==> src/rtl/acia_pkg.sv <==
package acia_pkg;
  localparam int DATA_W = 8;
  localparam int OVS    = 16;
  localparam int TK_W   = $clog2(OVS);
  localparam int BC_W   = $clog2(DATA_W + 2);
  localparam int DIV_W  = 12;

  typedef enum logic [1:0] {
    SEL_DATA = 2'd0,
    SEL_STAT = 2'd1,
    SEL_CMD  = 2'd2,
    SEL_CTRL = 2'd3
  } reg_sel_e;

  // reference periods per 16x tick
  function automatic logic [DIV_W-1:0] rate_div(input logic [3:0] code);
    logic [DIV_W-1:0] d;
    case (code)
      4'h0: d = 12'd1;
      4'h1: d = 12'd2304;
      4'h2: d = 12'd1536;
      4'h3: d = 12'd1047;
      4'h4: d = 12'd856;
      4'h5: d = 12'd768;
      4'h6: d = 12'd384;
      4'h7: d = 12'd192;
      4'h8: d = 12'd96;
      4'h9: d = 12'd64;
      4'hA: d = 12'd48;
      4'hB: d = 12'd32;
      4'hC: d = 12'd24;
      4'hD: d = 12'd16;
      4'hE: d = 12'd12;
      default: d = 12'd6;
    endcase
    return d;
  endfunction
endpackage

==> src/rtl/acia_baud.sv <==
module acia_baud
  import acia_pkg::*;
(
  input  logic       clk_i,
  input  logic       rst_ni,
  input  logic       ref_en_i,
  input  logic [3:0] code_i,
  output logic       tick_o
);
  localparam logic [DIV_W-1:0] ONE = DIV_W'(1);

  logic [DIV_W-1:0] div, cnt;
  logic             wrap;

  assign div    = rate_div(code_i);
  assign wrap   = (cnt >= div - ONE);
  assign tick_o = ref_en_i && wrap;

  always_ff @(posedge clk_i or negedge rst_ni) begin
    if (!rst_ni)       cnt <= '0;
    else if (ref_en_i) cnt <= wrap ? '0 : cnt + ONE;
  end

  assert_tick_spacing_R9: assert property (@(posedge clk_i) disable iff (!rst_ni)
    (tick_o && div != ONE) |=> (!tick_o || !$stable(code_i)));
endmodule

==> src/rtl/acia_tx.sv <==
module acia_tx
  import acia_pkg::*;
(
  input  logic              clk_i,
  input  logic              rst_ni,
  input  logic              tick_i,
  input  logic              load_i,
  input  logic [DATA_W-1:0] data_i,
  output logic              ready_o,
  output logic              txd_o
);
  localparam int FRAME = DATA_W + 2;
  localparam logic [TK_W-1:0] TK_LAST  = TK_W'(OVS - 1);
  localparam logic [BC_W-1:0] BIT_LAST = BC_W'(FRAME - 1);

  logic [FRAME-1:0] sh;
  logic [TK_W-1:0]  tk;
  logic [BC_W-1:0]  bc;
  logic             busy;

  always_ff @(posedge clk_i or negedge rst_ni) begin
    if (!rst_ni) begin
      sh   <= '1;
      tk   <= '0;
      bc   <= '0;
      busy <= 1'b0;
    end else if (load_i && !busy) begin
      sh   <= {1'b1, data_i, 1'b0};
      tk   <= '0;
      bc   <= '0;
      busy <= 1'b1;
    end else if (busy && tick_i) begin
      if (tk == TK_LAST) begin
        tk <= '0;
        sh <= {1'b1, sh[FRAME-1:1]};
        if (bc == BIT_LAST) busy <= 1'b0;
        else                bc   <= bc + 1'b1;
      end else begin
        tk <= tk + 1'b1;
      end
    end
  end

  assign ready_o = !busy;
  assign txd_o   = busy ? sh[0] : 1'b1;

  assert_start_low_R3: assert property (@(posedge clk_i) disable iff (!rst_ni)
    (load_i && !busy) |=> !txd_o);
  assert_idle_mark_R3: assert property (@(posedge clk_i) disable iff (!rst_ni)
    (busy && tick_i && tk == TK_LAST && bc == BIT_LAST) |=> txd_o);
endmodule

==> src/rtl/acia_rx.sv <==
module acia_rx
  import acia_pkg::*;
(
  input  logic              clk_i,
  input  logic              rst_ni,
  input  logic              tick_i,
  input  logic              rxd_i,
  output logic              done_o,
  output logic [DATA_W-1:0] data_o
);
  localparam logic [TK_W-1:0] TK_LAST  = TK_W'(OVS - 1);
  localparam logic [TK_W-1:0] TK_HALF  = TK_W'(OVS / 2 - 1);
  localparam logic [BC_W-1:0] STOP_IDX = BC_W'(DATA_W + 1);

  logic              s1, s2, busy;
  logic [TK_W-1:0]   tk;
  logic [BC_W-1:0]   bc;
  logic [DATA_W-1:0] sh;

  always_ff @(posedge clk_i or negedge rst_ni) begin
    if (!rst_ni) begin
      s1 <= 1'b1; s2 <= 1'b1;
      busy <= 1'b0; tk <= '0; bc <= '0; sh <= '0; done_o <= 1'b0;
    end else begin
      s1     <= rxd_i;
      s2     <= s1;
      done_o <= 1'b0;
      if (tick_i) begin
        if (!busy) begin
          if (!s2) begin
            busy <= 1'b1; tk <= '0; bc <= '0;
          end
        end else if (bc == '0) begin
          // mid start bit: reject glitches
          if (tk == TK_HALF) begin
            tk <= '0;
            if (s2) busy <= 1'b0;
            else    bc   <= bc + 1'b1;
          end else tk <= tk + 1'b1;
        end else if (tk == TK_LAST) begin
          tk <= '0;
          if (bc == STOP_IDX) begin
            busy   <= 1'b0;
            done_o <= s2;
          end else begin
            sh <= {s2, sh[DATA_W-1:1]};
            bc <= bc + 1'b1;
          end
        end else tk <= tk + 1'b1;
      end
    end
  end

  assign data_o = sh;

  assert_done_pulse_R5: assert property (@(posedge clk_i) disable iff (!rst_ni)
    done_o |=> !done_o);
endmodule

==> src/rtl/serial_acia.sv <==
module serial_acia
  import acia_pkg::*;
#(
  parameter bit RX_EXT_CLK = 1'b1
) (
  input  logic              clk_i,
  input  logic              rst_ni,
  input  logic              ref_en_i,
  input  logic              ext_rx16_i,
  input  logic              cs_i,
  input  logic              we_i,
  input  logic [1:0]        addr_i,
  input  logic [DATA_W-1:0] wdata_i,
  output logic [DATA_W-1:0] rdata_o,
  output logic              irq_no,
  output logic              txd_o,
  input  logic              rxd_i
);
  reg_sel_e          sel;
  logic              wr_data, rd_data, wr_cmd, wr_ctrl;
  logic [DATA_W-1:0] thr, rbr, cmd_q, ctrl_q, status;
  logic              thr_full, rx_full, ovr;
  logic              tick_int, rx_tick, tx_ready, rx_done;
  logic [DATA_W-1:0] rx_byte;
  logic              rx_ie, tx_ie, irq;

  assign sel     = reg_sel_e'(addr_i);
  assign wr_data = cs_i &&  we_i && sel == SEL_DATA;
  assign rd_data = cs_i && !we_i && sel == SEL_DATA;
  assign wr_cmd  = cs_i &&  we_i && sel == SEL_CMD;
  assign wr_ctrl = cs_i &&  we_i && sel == SEL_CTRL;

  acia_baud u_baud (
    .clk_i, .rst_ni, .ref_en_i, .code_i(ctrl_q[3:0]), .tick_o(tick_int)
  );

  if (RX_EXT_CLK) begin : g_rx_sel
    assign rx_tick = ctrl_q[4] ? tick_int : ext_rx16_i;
  end else begin : g_rx_int
    assign rx_tick = tick_int;
  end

  acia_tx u_tx (
    .clk_i, .rst_ni, .tick_i(tick_int), .load_i(thr_full), .data_i(thr),
    .ready_o(tx_ready), .txd_o
  );

  acia_rx u_rx (
    .clk_i, .rst_ni, .tick_i(rx_tick), .rxd_i, .done_o(rx_done), .data_o(rx_byte)
  );

  always_ff @(posedge clk_i or negedge rst_ni) begin
    if (!rst_ni) begin
      cmd_q <= '0; ctrl_q <= '0; thr <= '0; rbr <= '0;
      thr_full <= 1'b0; rx_full <= 1'b0; ovr <= 1'b0;
    end else begin
      if (wr_cmd)  cmd_q  <= wdata_i;
      if (wr_ctrl) ctrl_q <= wdata_i;
      if (wr_data) begin
        thr      <= wdata_i;
        thr_full <= 1'b1;
      end else if (thr_full && tx_ready) begin
        thr_full <= 1'b0;
      end
      if (rx_done) begin
        if (rx_full && !rd_data) begin
          ovr <= 1'b1;             // keep the unread byte
        end else begin
          rbr     <= rx_byte;
          rx_full <= 1'b1;
          ovr     <= 1'b0;
        end
      end else if (rd_data) begin
        rx_full <= 1'b0;
        ovr     <= 1'b0;
      end
    end
  end

  // bits 3:2 = 00 masks everything
  assign rx_ie  = !cmd_q[1] && cmd_q[3:2] != 2'b00;
  assign tx_ie  = cmd_q[3:2] == 2'b01;
  assign irq    = cmd_q[0] && ((rx_ie && rx_full) || (tx_ie && !thr_full));
  assign irq_no = !irq;
  assign status = {irq, 2'b00, !thr_full, rx_full, ovr, 2'b00};

  always_comb begin
    rdata_o = '0;
    if (cs_i && !we_i) begin
      case (sel)
        SEL_DATA: rdata_o = rbr;
        SEL_STAT: rdata_o = status;
        SEL_CMD:  rdata_o = cmd_q;
        default:  rdata_o = ctrl_q;
      endcase
    end
  end

  assert_thr_drains_R4: assert property (@(posedge clk_i) disable iff (!rst_ni)
    (thr_full && tx_ready && !wr_data) |=> !thr_full);
  assert_read_clears_R5: assert property (@(posedge clk_i) disable iff (!rst_ni)
    (rd_data && !rx_done) |=> (!rx_full && !ovr));
  assert_overrun_keeps_R6: assert property (@(posedge clk_i) disable iff (!rst_ni)
    (rx_done && rx_full && !rd_data) |=> (ovr && $stable(rbr)));
  assert_rx_irq_R7: assert property (@(posedge clk_i) disable iff (!rst_ni)
    (rx_done && !rx_full && cmd_q[0] && rx_ie && !wr_cmd) |=> !irq_no);
  assert_write_releases_R8: assert property (@(posedge clk_i) disable iff (!rst_ni)
    (wr_data && !tx_ready && !wr_cmd && !rx_full && !rx_done) |=> irq_no);
endmodule

==> config.mk <==
export PLATFORM = sky130hd
export DESIGN_NAME = serial_acia
export DESIGN_NICKNAME = d
export VERILOG_FILES = /design/src/rtl/acia_pkg.sv /design/src/rtl/acia_baud.sv /design/src/rtl/acia_tx.sv /design/src/rtl/acia_rx.sv /design/src/rtl/serial_acia.sv
export SDC_FILE = /design/constraint.sdc
export NUM_CORES = 1
export LEC_CHECK = 0
export ABC_AREA = 1
export BUFFER_PORTS_ARGS = -buffer_cell sky130_fd_sc_hd__buf_2
export CAP_MARGIN = 30
export CORE_MARGIN = 4
export CORE_UTILIZATION = 35
export DETAILED_ROUTE_END_ITERATION = 16
export GPL_ROUTABILITY_DRIVEN = 0
export MAX_ROUTING_LAYER = met4
export PLACE_DENSITY = 0.5
export SETUP_SLACK_MARGIN = 0.5
export SLEW_MARGIN = 10
export SYNTH_ARGS = -nofsm -noshare
export SYNTH_HDL_FRONTEND = slang
export SYNTH_SLANG_ARGS = --single-unit
==> constraint.sdc <==
create_clock -name clk_i -period 4 [get_ports clk_i]
set_input_delay 0.2 -clock clk_i [delete_from_list [all_inputs] [get_ports clk_i]]
set_output_delay 0.2 -clock clk_i [all_outputs]
set_load 0.01 [all_outputs]
==> results_dict.tcl, run 1 <==
set metrics [dict create \
    status "completed" \
    setup_viol 0 \
    worstHoldStart "wdata_i[4]" \
    ant_nets 0 \
    cp_data_arrival_time_ns 3.45 \
    utilization_pct 41.00 \
    worstReg2RegEnd "u_tx.bc[1]" \
    nets 687 \
    clockBufferDepth 2 \
    rows 43 \
    fin_cells 829 \
    fmax_mhz 310.3 \
    syn2layout_area_growth_pct 14.18 \
    fin_crit_ns 3.222 \
    mostFrequentLayoutCell "nand2_1" \
    peakVddDrop_mv 0.1954 \
    clock_skew_ns 0.008370 \
    io_pins 27 \
    wl_um 10960 \
    syn_inst 610 \
    grt_pass1_wl_um 18990 \
    critPathKind "reg -> reg" \
    drtPass1Iterations 4 \
    coreArea_um2 13930 \
    critPathMaxFanout 8 \
    whs_endpoint "ctrl_q[4]" \
    p_leak_nw 2.781 \
    hold_slack_ns 0.1199 \
    synth_seq_cells 85 \
    wl_per_cell_um 13.22 \
    syn-num-nets 653 \
    fin_ws_ns 0.7776 \
    root_buffer "clkbuf_16" \
    reg2reg_depth 22 \
    grt_pass1_vias 3922 \
    grt_antenna_before_repair 0 \
    clock_sinks 85 \
    finalHoldViolations 0 \
    insertion_delay_ns 0.34 \
    drtIter0Drc 259 \
    htree_levels 3 \
    vias 4029 \
    worstReg2RegStart "ctrl_q[0]" \
    via_per_inst 4.860 \
    finalMaxSlewViolations 0 \
    die_h_um 127.6 \
    worst_setup_path_start_kind "flip-flop" \
    antenna_cells 0 \
    min_path_cells 3 \
    place_hpwl_um 8243 \
    netlist_area_um2 5004 \
    initial_core_util_pct 35.91 \
    finalCritPeriodShare_pct 80.56 \
    dp_slack_ns 0.5846 \
    grt_setup_unrepaired "yes" \
    layout-drive-gt1-share_pct 18.95 \
    drc_errors 0 \
    hp-class "in -> reg" \
    die_area_um2 16270 \
    ff2ff_setup_slack_ns 0.78 \
    cts_buffers 9 \
    async_reset_ff_share_pct 100.0 \
    ys_warn_count 0 \
    crit_path_end_kind "flip-flop" \
    synth_cell_type_count 52 \
    required_ns 4.22 \
    die_x_um 127.6 \
    avgSynthCellArea_um2 8.203 \
    worst_pin_slew_ns 0.7407 \
    layout_common_cells "nand2_1, dfrtp_1, inv_1" \
    grt_max_degree 57 \
    synth_edf_count 0 \
    slew_headroom_pct 50.62 \
    cts.clk_slew.worst_paths_ns 0.07 \
    gr-usage-all-layers_pct 14.92 \
    yosys_most_used_dff "dfrtp_1" \
    cts_tree "built" \
    power_density_nw_per_um2 525.9 \
    cap_violations 0 \
    grt-ovfl-total 0 \
    port_buffers 26 \
    ys_seq_area_share_pct 42.79 \
    setup_tns_ns 0 \
    placedCellCount 804 \
]
power by group:
group / internal [mW] / total (mW) / switching [mW]
Clock: 0.557 / 0.922 / 0.365
Sequential: 0.994 / 1.17 / 0.176
Combinational: 0.364 / 0.912 / 0.548
layer usage:
metal	track usage, %	part of all wire [%]
met5	-	0
met4	6.183	2.3
met3	2.634	2.9
met2	22.51	45
met1	19.85	49
through the flow:
| step | instance area, um2 | total power, mW |
|---|---|---|
| floorplan | 5004 | 1.864 |
| global placement | 5279 | 2.052 |
| detailed placement | 5279 | 2.071 |
| CTS | 5628 | 3.017 |
| global route | 5713 | 3.261 |
| finish | 5713 | 3.005 |
registers in the layout, indices dropped and copies added, names as in the netlist, 8 cells and up:
| name | cells |
|---|---|
| u_rx.data_o | 8 |
| u_baud.cnt | 12 |
| rbr | 8 |
| ctrl_q | 8 |
| u_tx.sh | 9 |
| thr | 8 |
| cmd_q | 8 |
critical path, stage by stage, from the launching register on:
cell and delay [ns]:
dfrtp_2 0.41, inv_1 0.09, ha_1 0.30, inv_1 0.04, nand2_1 0.10, ha_1 0.19, inv_1 0.06, nor2_2 0.13
nand2_1 0.09, nor2_2 0.11, nand3_1 0.09, xnor2_1 0.14, ha_1 0.27, nand2_1 0.07, nor2_2 0.12, and2_1 0.13
nand2_1 0.06, nand3_2 0.13, nand3_2 0.14, nand2_4 0.17, nand3_2 0.13, nand2_1 0.09, nand2_1 0.05
synthesized netlist by cell type (7+ instances only):
master	instances	area, um2
nor2_2	9	56.30
xor2_1	10	87.58
o21ai_0	26	130.1
o21ai_2	9	78.83
nand2_2	11	68.82
nand2_1	166	623.1
nor2_1	38	142.6
ha_1	26	325.3
dfstp_2	11	289.0
a21oi_1	9	45.04
inv_2	7	26.28
o21ai_1	19	95.09
dfrtp_1	74	1852
nand4_1	19	118.9
inv_1	69	259.0
xnor2_1	8	70.07
nand3_1	31	155.2
layout make-up:
cell class	count	area, um2
clock buffer	9	225.2
clock inverter	7	103.9
fill	1407	8222
inverter	78	300.3
multi-input combinational	433	2495
sequential	85	2143
tap	180	225.2
timing repair buffer	37	220.2
cell families after synthesis:
kind of cell | after synthesis | share of synthesized area, %
AND/OR/NAND/NOR | 300 | 27.71
adder cells (fa/ha/maj) | 26 | 6.502
AO/OA/AOI/OAI | 83 | 10.70
XOR/XNOR | 18 | 3.151
buffers and inverters | 92 | 7.952
flip-flops | 85 | 42.79
multiplexers | 6 | 1.200
repair_timing:
item                       in CTS  in global routing
hold buffers                    2                  0
setup endpoints to repair       0                 40
buffers inserted                0                  6
resized for setup               0                  7
hold endpoints to repair       52                  0
worst max path at each step:
| stage | end | slack [ns] | startpoint |
|---|---|---|---|
| 5_1_grt | u_tx.tk[2] | 0.44 | ctrl_q[0] |
| 3_5_place_dp | u_rx.data_o[4] | 0.58 | ctrl_q[1] |
| 4_1_cts | u_tx.sh[3] | 0.55 | ctrl_q[1] |
| 3_3_place_gp | u_tx.sh[4] | 0.68 | ctrl_q[1] |
| 2_1_floorplan | u_tx.busy | 1.00 | ctrl_q[1] |
| 6_report | u_tx.bc[1] | 0.78 | ctrl_q[0] |
Note: power is estimated with default switching activity, not from simulation.
==> run 2: changes to the inputs <==
--- a/config.mk
+++ b/config.mk
@@ -5,7 +5,7 @@
 export SDC_FILE = /design/constraint.sdc
 export NUM_CORES = 1
 export LEC_CHECK = 0
-export ABC_AREA = 1
+export ABC_AREA = 0
 export BUFFER_PORTS_ARGS = -buffer_cell sky130_fd_sc_hd__buf_2
 export CAP_MARGIN = 30
 export CORE_MARGIN = 4
@@ -13,7 +13,7 @@
 export DETAILED_ROUTE_END_ITERATION = 16
 export GPL_ROUTABILITY_DRIVEN = 0
 export MAX_ROUTING_LAYER = met4
-export PLACE_DENSITY = 0.5
+export PLACE_DENSITY = 0.51
 export SETUP_SLACK_MARGIN = 0.5
 export SLEW_MARGIN = 10
 export SYNTH_ARGS = -nofsm -noshare
==> constraint.sdc (replaced) <==
create_clock -name clk_i -period 2.7 [get_ports clk_i]
set_input_delay 0.135 -clock clk_i [delete_from_list [all_inputs] [get_ports clk_i]]
set_output_delay 0.135 -clock clk_i [all_outputs]
set_load 0.01 [all_outputs]
==> run 2 against run 1 <==
Against the previous run: the run now ends with negative setup slack left; register-to-register slack got worse by 1.8 ns; hold slack got worse by 0.058 ns; design area increased by 11%; global-route usage increased by 1.1 points; cell count decreased by 11%; clock skew increased by 0.0013 ns; worst setup slack got worse by 1.8 ns; first-iteration DRC count decreased by 7.7%; largest cell class unchanged.
==> results_dict.tcl, run 2 <==
set metrics [dict create \
    regMostFlops "u_baud.cnt" \
    netlist_area_um2 4865 \
    fmax_mhz 267.5 \
    ant_nets 0 \
    vias 3835 \
    multi_input_area_um2 2853 \
    synth_seq_cells 85 \
    required_ns 2.92 \
    layout_common_cells "dfrtp_1, buf_4, nand2_1" \
    peakVddDrop_mv 0.3476 \
    setup_viol 48 \
    drc_errors 0 \
    port_buffers 26 \
    clock_skew_ns 0.009699 \
    fin_ws_ns -1.038 \
    rows 42 \
    dp_slack_ns -1.056 \
    synth_compound_area_share_pct 12.17 \
    worst_pin_slew_ns 0.5205 \
    syn2layout_area_growth_pct 29.99 \
    status "finished, violations left" \
    drtPass1Iterations 4 \
    fin_crit_ns 3.738 \
    yosys_most_used_dff "dfrtp_1" \
    synth_top_family_by_area "simple AND/OR/NAND/NOR gates" \
    worstReg2RegStart "ctrl_q[1]" \
    worst_setup_path_start_kind "flip-flop" \
    min_path_cells 2 \
    cap_violations 0 \
    finalInstanceArea_um2 6324 \
    setup_tns_ns -41.94 \
    clockBufferDepth 2 \
    yosys.area_share.simple_pct 16.36 \
    syn-num-nets 511 \
    finalMaxSlewViolations 0 \
    coreArea_um2 13400 \
    synth_fa_ha_area_share_pct 6.687 \
    ff2ff_setup_slack_ns -1.04 \
    grt_pass1_wl_um 20000 \
    synth_mux_area_share_pct 15.84 \
    layout-drive-gt1-share_pct 42.73 \
    cts.clk_slew.worst_paths_ns 0.07 \
    htree_levels 3 \
    hp-class "in -> reg" \
    hold_slack_ns 0.06215 \
    critPathLaunch "ctrl_q[1]" \
    crit_end "u_rx.tk[0]" \
    yosys-top-cells-area "dfrtp_1, mux2_2, ha_1" \
    grt-ovfl-total 0 \
    nets 602 \
    synth_xor_area_share_pct 1.620 \
    ys_warn_count 0 \
    grt_max_degree 34 \
    slew_headroom_pct 65.30 \
    wl_per_cell_um 16.28 \
    yosysMostFrequentCell "dfrtp_1" \
    num-fill-cells 1255 \
    use_met2_pct 26.73 \
    met3_usage_pct 2.456 \
    finalHoldViolations 0 \
    via_per_inst 5.182 \
    drtIter0Drc 239 \
    synth_cell_type_count 59 \
    p_leak_nw 2.901 \
    avgSynthCellArea_um2 10.39 \
    synth_top_area_share_pct 38.07 \
    die_x_um 125.9 \
    wl_um 12040 \
    grt_antenna_before_repair 0 \
    place_hpwl_um 8747 \
    io_pins 27 \
    cts_tree "built" \
    insertion_delay_ns 0.34 \
    critPathKind "reg -> reg" \
    cp_data_arrival_time_ns 3.96 \
    die_area_um2 15850 \
    ys_seq_area_share_pct 44.01 \
    grt_setup_unrepaired "yes" \
    reg2reg_depth 17 \
    critPathMaxFanout 5 \
    gr-usage-all-layers_pct 16.03 \
    reg_top3 "u_baud.cnt: 12 flops, u_tx.sh: 9 flops" \
    root_buffer "clkbuf_16" \
    antenna_cells 0 \
    yosys-top-cells-count "dfrtp_1, nand2_1, mux2_2" \
    cts_buffers 9 \
    mostFrequentLayoutCell "dfrtp_1" \
    gr-usage-met1_pct 20.26 \
    place_area_um2 5613 \
    largest_reg_flops 12 \
    die_h_um 125.9 \
    synth_top_area_cell "dfrtp_1" \
    synth_edf_count 0 \
    worstReg2RegEnd "u_rx.tk[0]" \
    violations "negative setup slack" \
    syn_inst 468 \
    grt_pass1_vias 3968 \
    seq_area_um2 2142 \
    total_power_mw 5.027 \
    async_reset_ff_share_pct 100.0 \
    clock_sinks 85 \
    busiest_layer "met2" \
    finalCritPeriodShare_pct 138.4 \
    crit_path_end_kind "flip-flop" \
    initial_core_util_pct 36.30 \
    power_density_nw_per_um2 794.9 \
]
[run 2: cell types whose count changed after synthesis, moves of 12 or more]
cell	delta
a21oi_1	+12
inv_1	-46
mux2_2	+40
nand2_1	-116
o21ai_0	-12
o21ai_1	-19
[run 2: cells by family after synthesis]
| logic type | Yosys count |
|---|---|
| and+or+nand+nor | 159 |
| AOI/OAI and AO/OA | 86 |
| DFF | 85 |
| muxes | 63 |
| buffers and inverters | 40 |
| adders and majority gates | 26 |
| xor gates and xnor gates | 9 |
[run 2: area by class of cell]
cell class | count | share of cell area, %
inverters | 23 | 1.365
flip-flops and latches | 85 | 33.87
repair buffers | 97 | 11.44
clock buffers | 9 | 3.562
multi-input cells | 343 | 45.11
clock inverters | 7 | 1.167
well taps | 176 | 3.482
[run 2: worst min-delay path by stage]
stage	from	endpoint	slack (ns)
6_report	wdata_i[7]	cmd_q[7]	0.06
5_1_grt	wdata_i[5]	thr[5]	0.06
4_1_cts	wdata_i[5]	thr[5]	0.06
3_5_place_dp	rst_ni	thr[1]	0.11
3_3_place_gp	rst_ni	thr[1]	0.11
2_1_floorplan	rst_ni	cmd_q[0]	-0.16
[run 2: per-stage QoR]
stage,utilization (%),instances
3_5_place_dp,41.89,707
5_1_grt,47.19,740
3_3_place_gp,41.89,707
2_1_floorplan,-,468
4_1_cts,45.97,735
6_report,47.19,740
[run 2: what timing repair did]
action / CTS / global route
pin swaps: 19 / 13
endpoints found under the setup margin: 48 / 48
gates cloned: 0 / 0
hold buffers: 2 / 0
hold endpoints to repair: 27 / 0
buffers inserted: 10 / 5
resized for setup: 38 / 32
[run 2: worst max-delay path, stage by stage (launching register included)]
cell,delay [ns]
dfrtp_1,0.41
inv_2,0.07
ha_4,0.25
or3_4,0.38
ha_4,0.17
o21a_1,0.10
nand2_1,0.08
nor2_1,0.06
mux2_2,0.28
a221oi_2,0.25
ha_1,0.28
nand4_1,0.12
inv_2,0.06
and4_4,0.20
o31a_4,0.36
buf_4,0.14
o21ai_2,0.08
mux2_4,0.32
[run 2: layer usage]
layer | vias to the layer above | share of wire [%]
li1 | 1868 | -
met5 | - | 0
met1 | 1906 | 45
met3 | 14 | 2.5
met2 | 47 | 50
met4 | 0 | 1.7
[run 2: power breakdown]
| group | internal, mW | switching [mW] |
|---|---|---|
| sequential | 1.49 | 0.236 |
| combinational | 1.08 | 0.969 |
| clock | 0.722 | 0.534 |
